[src/rtl/txdb_pkg.sv]
// Package for the transmit double-buffer controller.
// Holds the encoding of why a shift-register load happens.
package txdb_pkg;
    typedef enum logic [1:0] {
        LD_NONE     = 2'd0,
        LD_BYTE_END = 2'd1,
        LD_REFILL   = 2'd2
    } load_src_e;
endpackage

[src/rtl/txdb_hold.sv]
// Holding register: captures the CPU byte on an accepted write.
// Assumes the capture strobe is already qualified by mode and enable.
module txdb_hold #(
    parameter int DATA_W = 8
) (
    input  logic              clk,
    input  logic              rst_n,
    input  logic              cap,
    input  logic [DATA_W-1:0] din,
    output logic [DATA_W-1:0] hold_q
);
    // Capture the written byte; clear on reset.
    always_ff @(posedge clk) begin
        if (!rst_n)   hold_q <= '0;
        else if (cap) hold_q <= din;
    end
endmodule

[src/rtl/txdb_flag_ctl.sv]
// Empty-flag and load controller. Decides when the holding register moves
// to the shift register and keeps the internal empty flag up to date.
// Assumes all bus-event inputs are single-cycle strobes.
module txdb_flag_ctl
    import txdb_pkg::*;
(
    input  logic clk,
    input  logic rst_n,
    input  logic wr_stb,
    input  logic xmit_mode,
    input  logic mod_en,
    input  logic ack_chk_en,
    input  logic ack_bit,
    input  logic byte_done,
    input  logic start_seen,
    input  logic stop_seen,
    output logic wr_acc,
    output logic load_req,
    output logic empty_q
);
    logic      idle_q;
    logic      kill;
    logic      ack_ok;
    load_src_e src;

    // Qualify writes and the clear/priority conditions.
    always_comb begin
        wr_acc = wr_stb && xmit_mode && mod_en;
        kill   = stop_seen || !mod_en;
        ack_ok = !(ack_chk_en && ack_bit);
    end

    // Select the load cause; a kill condition blocks any load.
    always_comb begin
        src = LD_NONE;
        if (!kill && !empty_q) begin
            if (idle_q)                   src = LD_REFILL;
            else if (byte_done && ack_ok) src = LD_BYTE_END;
        end
        load_req = (src != LD_NONE);
    end

    // Update the empty flag: clears win, then write, then set events.
    always_ff @(posedge clk) begin
        if (!rst_n)                     empty_q <= 1'b0;
        else if (kill)                  empty_q <= 1'b0;
        else if (wr_acc)                empty_q <= 1'b0;
        else if (load_req || start_seen) empty_q <= 1'b1;
    end

    // Track whether the shifter is free and waiting for the next byte.
    always_ff @(posedge clk) begin
        if (!rst_n)        idle_q <= 1'b0;
        else if (kill)     idle_q <= 1'b0;
        else if (load_req) idle_q <= 1'b0;
        else if (start_seen) idle_q <= 1'b1;
        else if (byte_done && empty_q && ack_ok) idle_q <= 1'b1;
    end


    kill_clears_chk: assert property (@(posedge clk) disable iff (!rst_n)
        (stop_seen || !mod_en) |=> !empty_q);

    wr_clears_chk: assert property (@(posedge clk) disable iff (!rst_n)
        (wr_stb && xmit_mode && mod_en) |=> !empty_q);

    start_sets_chk: assert property (@(posedge clk) disable iff (!rst_n)
        (start_seen && !stop_seen && mod_en && !wr_stb) |=> empty_q);

    nack_block_chk: assert property (@(posedge clk) disable iff (!rst_n)
        (byte_done && ack_chk_en && ack_bit && !empty_q && !idle_q && !start_seen)
        |=> !empty_q);

    ignore_wr_chk: assert property (@(posedge clk) disable iff (!rst_n)
        (wr_stb && !xmit_mode && mod_en && !stop_seen && !start_seen
         && !byte_done && !(idle_q && !empty_q)) |=> $stable(empty_q));
endmodule

[src/rtl/txdb_shift.sv]
// Shift register loader: takes the holding byte on a load request and
// raises a one-cycle pulse. Serial shifting is done by the bus engine.
module txdb_shift #(
    parameter int DATA_W = 8
) (
    input  logic              clk,
    input  logic              rst_n,
    input  logic              load_req,
    input  logic [DATA_W-1:0] hold_q,
    output logic [DATA_W-1:0] shift_q,
    output logic              load_pulse_q
);
    // Load the shift register from the holding register.
    always_ff @(posedge clk) begin
        if (!rst_n)        shift_q <= '0;
        else if (load_req) shift_q <= hold_q;
    end

    // Mark each load with a single-cycle pulse.
    always_ff @(posedge clk) begin
        if (!rst_n) load_pulse_q <= 1'b0;
        else        load_pulse_q <= load_req;
    end


    load_copy_chk: assert property (@(posedge clk) disable iff (!rst_n)
        load_req |=> (load_pulse_q && shift_q == $past(hold_q)));
endmodule

[src/rtl/txbuf_ctl.sv]
// Top of the I2C transmit double-buffer controller. It ties together the
// holding register, the flag/load controller and the shift-register loader.
// Assumes bus events arrive as single-cycle strobes from the bus engine.
module txbuf_ctl #(
    parameter int DATA_W = 8
) (
    input  logic              clk,
    input  logic              rst_n,
    input  logic              wr_stb,
    input  logic [DATA_W-1:0] wr_data,
    input  logic              xmit_mode,
    input  logic              mod_en,
    input  logic              ack_chk_en,
    input  logic              byte_done,
    input  logic              start_seen,
    input  logic              stop_seen,
    input  logic              ack_bit,
    output logic [DATA_W-1:0] shift_q,
    output logic              load_pulse,
    output logic              tx_empty
);
    logic              wr_acc;
    logic              load_req;
    logic              empty_q;
    logic [DATA_W-1:0] hold_q;

    txdb_hold #(.DATA_W(DATA_W)) u_hold (
        .clk(clk), .rst_n(rst_n), .cap(wr_acc), .din(wr_data), .hold_q(hold_q)
    );

    txdb_flag_ctl u_ctl (
        .clk(clk), .rst_n(rst_n), .wr_stb(wr_stb), .xmit_mode(xmit_mode),
        .mod_en(mod_en), .ack_chk_en(ack_chk_en), .ack_bit(ack_bit),
        .byte_done(byte_done), .start_seen(start_seen), .stop_seen(stop_seen),
        .wr_acc(wr_acc), .load_req(load_req), .empty_q(empty_q)
    );

    txdb_shift #(.DATA_W(DATA_W)) u_shift (
        .clk(clk), .rst_n(rst_n), .load_req(load_req), .hold_q(hold_q),
        .shift_q(shift_q), .load_pulse_q(load_pulse)
    );

    // Show the flag only while in transmit mode.
    always_comb tx_empty = empty_q && xmit_mode;


    kill_no_load_chk: assert property (@(posedge clk) disable iff (!rst_n)
        (stop_seen || !mod_en) |=> (!load_pulse && !tx_empty));
endmodule

[config.mk]
export PLATFORM = sky130hd
export DESIGN_NAME = txbuf_ctl
export DESIGN_NICKNAME = d
export VERILOG_FILES = /design/src/rtl/txdb_pkg.sv /design/src/rtl/txdb_hold.sv /design/src/rtl/txdb_flag_ctl.sv /design/src/rtl/txdb_shift.sv /design/src/rtl/txbuf_ctl.sv
export SDC_FILE = /design/constraint.sdc
export NUM_CORES = 1
export LEC_CHECK = 0
export ABC_AREA = 1
export BUFFER_PORTS_ARGS = -buffer_cell sky130_fd_sc_hd__buf_2
export CAP_MARGIN = 30
export CORE_MARGIN = 3
export CORE_UTILIZATION = 52
export CTS_CLUSTER_SIZE = 40
export DETAILED_ROUTE_END_ITERATION = 16
export PLACE_DENSITY = 0.81
export SLEW_MARGIN = 20
export SYNTH_ARGS = -nofsm -noshare
export SYNTH_HDL_FRONTEND = slang
export SYNTH_HIERARCHICAL = 1
export SYNTH_SLANG_ARGS = --single-unit
export TNS_END_PERCENT = 20
[constraint.sdc]
create_clock -name clk -period 2.72 [get_ports clk]
set_input_delay 0.408 -clock clk [delete_from_list [all_inputs] [get_ports clk]]
set_output_delay 0.408 -clock clk [all_outputs]
set_load 0.02 [all_outputs]
==> impl_metrics.csv, run 1 <==
group,metric,value,unit
finish,drive_gt1_share,26.6,%
finish,final_common_cell,"nand2_1",
sta,slew_violations,0,
pwr,p_sw_share,25.7,%
yosys,ys.warnings.count,6,
worst_setup_path,path_class,"flop to output port",
detailed_routing,wirelength,1.42,mm
yosys,syn_area,882,sq um
sta,slew_headroom,68.0,%
worst_setup_path,end_kind,"output port",
sta,fmax,735,MHz
floorplan,rows,14,
clocking,clkTransAtPathRegs,0.10,ns
global_route,grt_first_pass_wirelength,2.27,mm
detailed_routing,drc,0,
worst_setup_path,worst-endpoint-required,2.31,ns
detailed_routing,wl_per_cell,8.16,microns
pwr,p_per_area,511,mW/mm^2
global_route,antenna_found_initial,0,
sta,setup_viol,0,
floorplan,start_util,56.6,%
global_route,grt_start_max_net_pins,19,
placed_design,hpwl,1.08,mm
worst_setup_path,arrival,0.95,ns
yosys,netlist_top_cells_area,"dfxtp_1 (43%), nand2_1 (16%), nor2_1 (14%)",
clocking,insertion_delay,0.29,ns
clocking,cts_made_buffers,3,
detailed_routing,vias_per_cell,4.29,
pwr,switchingPower,132,uW
floorplan,ioPinCount,28,
yosys,synthXorXnorAreaFrac,0,%
finish,area_growth,13.6,%
hold_path,holdCritStartpoint,"wr_data[2]",
sta,final.min_clock_period,1.36,ns
yosys,synth_top_area_share,43.1,%
worst_setup_path,reg2reg_from,"u_ctl/empty_q",
yosys,synth_nets,150,
clocking,cts_hold_buffers,0,
pwr,p_int,380,uW
finish,diodes,0,
status,status,"finished, final reports clean",
finish,post-route-util,64.3,%
yosys,synth_seq_cells,19,
worst_setup_path,cp-start-kind,"flop",
pwr,ir_drop,0.297,mV
yosys,postSynthAreaPerCell,6.68,sq um
yosys,synth_compound_area_share,0.993,%
yosys,synth_top_family_by_area,"simple AND/OR/NAND/NOR gates",
yosys,yosysSeqAreaShare,43.1,%
hold_path,min_path_type,"input pin to flop",
run,maxCapViolCount,0,
finish,final_cell_mix,"nand2_1 (37), nor2_1 (34), buf_2 (27), inv_1 (24), dfxtp_1 (19)",
pwr,clockPowerShare,26.7,%
yosys,yosysTopAreaCell,"dfxtp_1",
sta,rsz0062_at_grt,"false",
placed_design,preCtsSetupSlack,1.23,ns
detailed_routing,dr.pass1.iters,4,
floorplan,die_area,0.00223,sq mm
global_route,grt_pass1_vias,570,
clocking,cts_buffer_depth,2,
clocking,clk_root_buffer_cell,"clkbuf_4",
worst_setup_path,crit_path_start,"u_ctl/empty_q",
clocking,cts_sinks,19,
yosys,synthSimpleGateAreaFrac,37.9,%
floorplan,core_area,0.00156,sq mm
placed_design,gp_congestion,0.723,
clocking,cts_setup_buffers,0,
global_route,grt_usage,14.8,%
sta,skew,0.00245,ns
global_route,grt_overflow,0,
clocking,cts_tree,"done",
detailed_routing,drt_iter0_markers,8,
sta,layout_setup_ws,1.36,ns
clocking,htreeDepth,1,
placed_design,port_buffers,27,
yosys,netlist_instances,132,
floorplan,dieWidth,47.2,microns
sta,max_slew.worst_pin.slew,0.480,ns
worst_setup_path,crit_fanout,4,
yosys,synthAdderAreaFrac,0,%
sta,setup_tns,0,ns
sta,finalCritPeriodShare,50.0,%
pwr,p_comb_share,15.1,%
pwr,p_seq_share,58.2,%
detailed_routing,vias,746,
yosys,post_synth_num_cell_types,11,
floorplan,die_h,47.2,microns
sta,hold_violations,0,
yosys,synthMuxAreaShare,0,%
clocking,cts-resized-gates,0,
pwr,power.leakage,0.557,nW
finish,final_net_count,177,
detailed_routing,ant_nets,0,
==> through the flow <==
step / cell area (sq um) / power (mW) / hold slack [ns] / cells
floorplan: 882 / 0.363 / 0.449 / 132
global placement: 976 / 0.380 / 0.455 / 170
detailed placement: 976 / 0.382 / 0.462 / 170
CTS: 1000 / 0.518 / 0.393 / 174
global route: 1000 / 0.542 / 0.403 / 174
finish: 1000 / 0.512 / 0.400 / 174
==> metal layers <==
metal  vias up  GRT usage (%)  wire [microns]
met5         -              0               0
met2        22           20.9             590
met4         0           11.6              31
met1       296           19.3             710
li1        424              -               -
met3         4           3.45              88
==> layout make-up <==
type / instances / area [sq um]
Fill cell: 162 / 557
Sequential cell: 19 / 380
Multi-Input combinational cell: 83 / 343
Timing Repair Buffer: 28 / 143
Inverter: 24 / 90.1
Clock buffer: 4 / 26.3
Tap cell: 16 / 20.0
==> registers in the layout, indices dropped and copies added (netlist names) <==
register / cells
u_ctl/empty_q: 1
u_ctl/idle_q: 1
u_hold/hold_q: 8
u_shift/load_pulse_q: 1
u_shift/shift_q: 8
==> critical path: stages, from the launching register on <==
cell and delay, ns:
dfxtp_1 0.40, nand2_1 0.07, inv_1 0.04, buf_2 0.15
==> cell usage after synthesis <==
master,instances
nand2_1,37
nor2_1,34
inv_1,24
dfxtp_1,19
nand2_2,6
nor2_2,4
buf_6,3
buf_8,2
a21oi_2,1
buf_2,1
nand3_1,1
==> kinds of logic after synthesis <==
group | Yosys count
AND/OR/NAND/NOR | 82
AO/OA/AOI/OAI | 1
flip-flops | 19
buffers and inverters | 30
==> final timing paths <==
path | cells past startpoint | slack, ns | end
worst min-delay path | 5 | 0.40 | u_hold/hold_q[2]
worst min register to register | 2 | 0.47 | u_shift/shift_q[2]
worst max-delay path | 3 | 1.36 | tx_empty
worst max register to register | 6 | 1.47 | u_shift/shift_q[5]
==> power by group through the flow <==
stage | logic (mW) | clock network (mW) | registers [mW]
2_1_floorplan | 0.0517 | 0 | 0.312
3_3_place_gp | 0.0754 | 0 | 0.304
3_5_place_dp | 0.0775 | 0 | 0.305
4_1_cts | 0.0777 | 0.142 | 0.298
5_1_grt | 0.0888 | 0.153 | 0.300
6_report | 0.0771 | 0.137 | 0.298
Note: power is estimated with default switching activity, not from simulation.
==> run 2, diff against run 1 <==
CORE_UTILIZATION = 44   (was 52)
PLACE_DENSITY = 0.73   (was 0.81)
clock period = 1.2 ns   (was 2.72 ns; I/O delays follow)
==> run 2 against run 1 <==
Net effect:
- global-route usage is 1.5 points lower
- critical endpoint unchanged
- combinational power is 130% higher
- flip-flop and latch count stayed put
- clock skew down 0.0013 ns
- power grew 130%
==> impl_metrics.csv, run 2 (same netlist as run 1, synthesis figures left out) <==
group,metric,value,unit
clocking,cts_hold_buffers,0,
hold_path,min_path_type,"input pin to flop",
clocking,cts_sinks,19,
placed_design,hpwl,1.15,mm
finish,final_cell_mix,"nand2_1 (37), nor2_1 (34), buf_2 (27), inv_1 (24), dfxtp_1 (18)",
finish,reg_top3,"u_hold/hold_q x8, u_shift/shift_q x8",
floorplan,start_util,49.0,%
pwr,p_per_area,1130,mW/mm^2
sta,max_slew.worst_pin.slew,0.314,ns
clocking,cts_buffer_depth,2,
sta,setup_viol,0,
floorplan,rows,15,
placed_design,gp_congestion,0.763,
global_route,grt_usage,13.3,%
sta,hold_violations,0,
pwr,power,1.17,mW
finish,area_growth,17.4,%
global_route,grt_overflow,0,
clocking,clk_root_buffer_cell,"clkbuf_4",
sta,final.min_clock_period,1.08,ns
floorplan,ioPinCount,28,
sta,skew,0.00113,ns
detailed_routing,wirelength,1.50,mm
status,status,"finished, final reports clean",
detailed_routing,dr.pass1.iters,4,
finish,stdcell_area,0.00104,sq mm
detailed_routing,wl_per_cell,8.16,microns
finish,fillCellCount,207,
pwr,power.leakage,0.569,nW
sta,finalCritPeriodShare,90.4,%
global_route,grt_pass1_vias,626,
placed_design,place_area,0.00101,sq mm
global_route,grt_start_max_net_pins,19,
worst_setup_path,crit_fanout,4,
sta,rsz0062_at_grt,"false",
run,maxCapViolCount,0,
sta,slew_headroom,79.1,%
finish,drive_gt1_share,28.3,%
clocking,cts_setup_buffers,0,
finish,final_common_cell,"nand2_1",
placed_design,port_buffers,27,
sta,slew_violations,0,
pwr,ir_drop,0.727,mV
clocking,clkTransAtPathRegs,0.10,ns
sta,fmax,922,MHz
finish,diodes,0,
detailed_routing,drt_iter0_markers,9,
clocking,cts_tree,"done",
clocking,htreeDepth,1,
finish,final_net_count,178,
floorplan,core_area,0.00180,sq mm
floorplan,die_h,50.8,microns
detailed_routing,vias,739,
global_route,antenna_found_initial,0,
clocking,cts_made_buffers,3,
worst_setup_path,end_kind,"output port",
worst_setup_path,path_class,"flop to output port",
worst_setup_path,worst-endpoint-required,1.02,ns
worst_setup_path,arrival,0.90,ns
floorplan,dieWidth,50.8,microns
worst_setup_path,cp-start-kind,"flop",
detailed_routing,vias_per_cell,4.02,
clocking,insertion_delay,0.29,ns
sta,setup_tns,0,ns
detailed_routing,ant_nets,0,
detailed_routing,drc,0,
global_route,grt_first_pass_wirelength,2.62,mm
floorplan,die_area,0.00258,sq mm
run 2: final timing paths:
kind	from	endpoint	slack, ns	depth (start not counted)
worst min register to register	u_shift/shift_q[7]	u_shift/shift_q[7]	0.48	2
worst min-delay path	start_seen	u_ctl/empty_q	0.16	3
worst max register to register	u_ctl/empty_q	u_shift/shift_q[1]	0.18	7
worst max-delay path	u_ctl/empty_q	tx_empty	0.12	3
run 2: cell type report:
cell class	count	area, sq um	area share (%)
Sequential cell	19	382	36.8
Multi-Input combinational cell	83	343	33.1
Inverter	24	90.1	8.70
Clock inverter	1	5.00	0.483
Timing Repair Buffer	29	163	15.7
Tap cell	25	31.3	3.02
Clock buffer	3	22.5	2.17
run 2: worst max-delay path, cell delays in order, from the launching register on:
cell     delay (ns)
dfxtp_2        0.37
nand2_1        0.06
inv_1          0.04
buf_2          0.15
run 2: where the power goes:
part           internal, mW  switching [mW]  leakage, nW
logic                0.0771           0.104        0.395
clock network         0.124           0.185       0.0177
registers             0.661          0.0154        0.156
total                 0.862           0.304        0.569
run 2: per-stage QoR:
stage	util, %	instances	setup WS (ns)	hold slack, ns
final	57.5	184	0.116	0.165
after detailed placement	55.9	180	0.135	0.457
after CTS	57.4	184	0.0479	0.150
after global placement	55.9	180	0.163	0.455
after global routing	57.5	184	0.0247	0.171
after floorplan	-	132	0.173	0.349
run 2: metal layers:
layer	wire length, microns	global-route usage, %	vias to the layer above
met1	699	17.6	296
met3	101	3.86	0
li1	-	-	425
met4	0	7.17	0
met5	0	0	-
met2	700	19.3	18
run 2: repair_timing:
action / CTS / global route
resized for setup: 0 / 1
endpoints found under the hold margin: 0 / 0
endpoints found under the setup margin: 0 / 1
==> run 3, diff against run 2 <==
CELL_PAD_IN_SITES_DETAIL_PLACEMENT = 0   (was unset)
CELL_PAD_IN_SITES_GLOBAL_PLACEMENT = 1   (was unset)
CORE_UTILIZATION = 30   (was 44)
PLACE_DENSITY = unset   (was 0.73)
PLACE_DENSITY_LB_ADDON = 0.1   (was unset)
==> run 3 against run 2 <==
Net effect:
- worst hold slack got worse by 0.0063 ns
- first-iteration DRC count is 33% higher
- setup slack worse by 0.0090 ns
- critical endpoint unchanged
==> impl_metrics.csv, run 3 (same netlist as run 1, synthesis figures left out) <==
group,metric,value,unit
sta,slew_headroom,88.4,%
floorplan,ioPinCount,28,
pwr,p_int,864,uW
pwr,power,1.18,mW
floorplan,rows,19,
global_route,grt_usage,9.66,%
finish,diodes,0,
worst_setup_path,end_kind,"output port",
clocking,clk_root_buffer_cell,"clkbuf_4",
finish,final_net_count,179,
sta,setup_tns,0,ns
detailed_routing,drc,0,
placed_design,gp_congestion,0.687,
finish,drive_gt1_share,28.7,%
global_route,grt_pass1_vias,611,
global_route,antenna_found_initial,0,
worst_setup_path,crit_fanout,4,
global_route,grt_overflow,0,
detailed_routing,vias_per_cell,3.85,
pwr,p_per_area,1120,mW/mm^2
pwr,switchingPower,312,uW
pwr,p_comb_share,15.8,%
detailed_routing,drt_iter0_markers,12,
worst_setup_path,arrival,0.91,ns
sta,slew_violations,0,
sta,finalCritPeriodShare,91.1,%
finish,reg_top3,"u_hold/hold_q x8, u_shift/shift_q x8",
worst_setup_path,cp-start-kind,"flop",
run,maxCapViolCount,0,
clocking,cts_tree,"done",
detailed_routing,wirelength,1.59,mm
sta,max_slew.worst_pin.slew,0.173,ns
worst_setup_path,path_class,"flop to output port",
placed_design,hpwl,1.18,mm
clocking,insertion_delay,0.29,ns
hold_path,min_path_type,"input pin to flop",
floorplan,core_area,0.00278,sq mm
detailed_routing,vias,735,
status,status,"finished, final reports clean",
sta,final.min_clock_period,1.09,ns
pwr,p_seq_share,57.4,%
sta,setup_viol,0,
detailed_routing,wl_per_cell,8.32,microns
sta,skew,0.00415,ns
floorplan,start_util,31.7,%
clocking,cts_buffer_depth,2,
floorplan,dieWidth,60.2,microns
placed_design,port_buffers,27,
sta,fmax,915,MHz
finish,final_common_cell,"nand2_1",
finish,final_cell_mix,"nand2_1 (37), nor2_1 (34), buf_2 (27), inv_1 (24), dfxtp_1 (18)",
clocking,cts_sinks,19,
pwr,clockPowerShare,26.8,%
pwr,power.leakage,0.573,nW
clocking,htreeDepth,1,
detailed_routing,dr.pass1.iters,3,
clocking,clkTransAtPathRegs,0.11,ns
floorplan,die_area,0.00363,sq mm
worst_setup_path,crit_path_cell_trace,"nand2_1 > inv_1 > buf_2",
pwr,p_sw_share,26.5,%
finish,area_growth,19.1,%
sta,hold_violations,0,
global_route,grt_first_pass_wirelength,2.63,mm
global_route,grt_start_max_net_pins,18,
worst_setup_path,crit_slowest_cell,"dfxtp_2",
sta,rsz0062_at_grt,"false",
pwr,ir_drop,0.602,mV
detailed_routing,ant_nets,0,
worst_setup_path,critPathMaxStageDelay,0.38,ns
clocking,cts_made_buffers,3,
worst_setup_path,worst-endpoint-required,1.02,ns
floorplan,die_h,60.2,microns
==> run 3: cell types whose count changed in the layout (fill, tap and decap cells not counted), sizes merged <==
cell,previous run,this run
buf,29,30
==> run 3: cell type report <==
cell class                      count  area (sq um)
Clock buffer                        3          22.5
Clock inverter                      1          5.00
Fill cell                         329          1730
Inverter                           24          90.1
Multi-Input combinational cell     83           343
Sequential cell                    19           382
Tap cell                           31          38.8
Timing Repair Buffer               30           170
==> run 3: critical path: cells and delay by family (launching register included) <==
family,cells,cell delay [ns]
DFF,1,0.38
and+or+nand+nor,1,0.06
buffers and inverters,2,0.19
==> run 3: path summary, 6_finish.rpt <==
path	start	end	slack (ns)	depth (start not counted)
max	u_ctl/empty_q	tx_empty	0.11	3
min	start_seen	u_ctl/empty_q	0.16	3
max reg2reg	u_ctl/empty_q	u_shift/shift_q[4]	0.16	7
min reg2reg	u_shift/shift_q[4]	u_shift/shift_q[4]	0.47	2
==> run 3: power by group through the flow <==
stage | combinational (mW) | sequential, mW | clock, mW
4_1_cts | 0.188 | 0.676 | 0.338
2_1_floorplan | 0.117 | 0.707 | 0
3_3_place_gp | 0.185 | 0.690 | 0
5_1_grt | 0.214 | 0.680 | 0.358
6_report | 0.185 | 0.675 | 0.316
3_5_place_dp | 0.187 | 0.690 | 0
==> run 3: stage by stage <==
step	util (%)	hold WS (ns)	cells	cell area (sq um)	worst slack (ns)
floorplan	-	0.349	132	882	0.173
CTS	37.7	0.147	191	1050	0.0322
detailed placement	36.8	0.463	187	1020	0.119
finish	37.8	0.158	191	1050	0.107
global route	37.8	0.156	191	1050	0.0347
global placement	36.8	0.455	187	1020	0.144
==> run 3: what timing repair did <==
item / CTS / global route
hold buffers: 0 / 0
setup buffers: 0 / 0
resized for setup: 0 / 1
setup endpoints to repair: 0 / 1
==> run 3: per-layer routing <==
metal  part of all wire, %  GRT usage, %
met5                     0             0
met4                  0.94          6.65
met3                   6.2          2.16
met2                    40          12.7
met1                    53          13.6
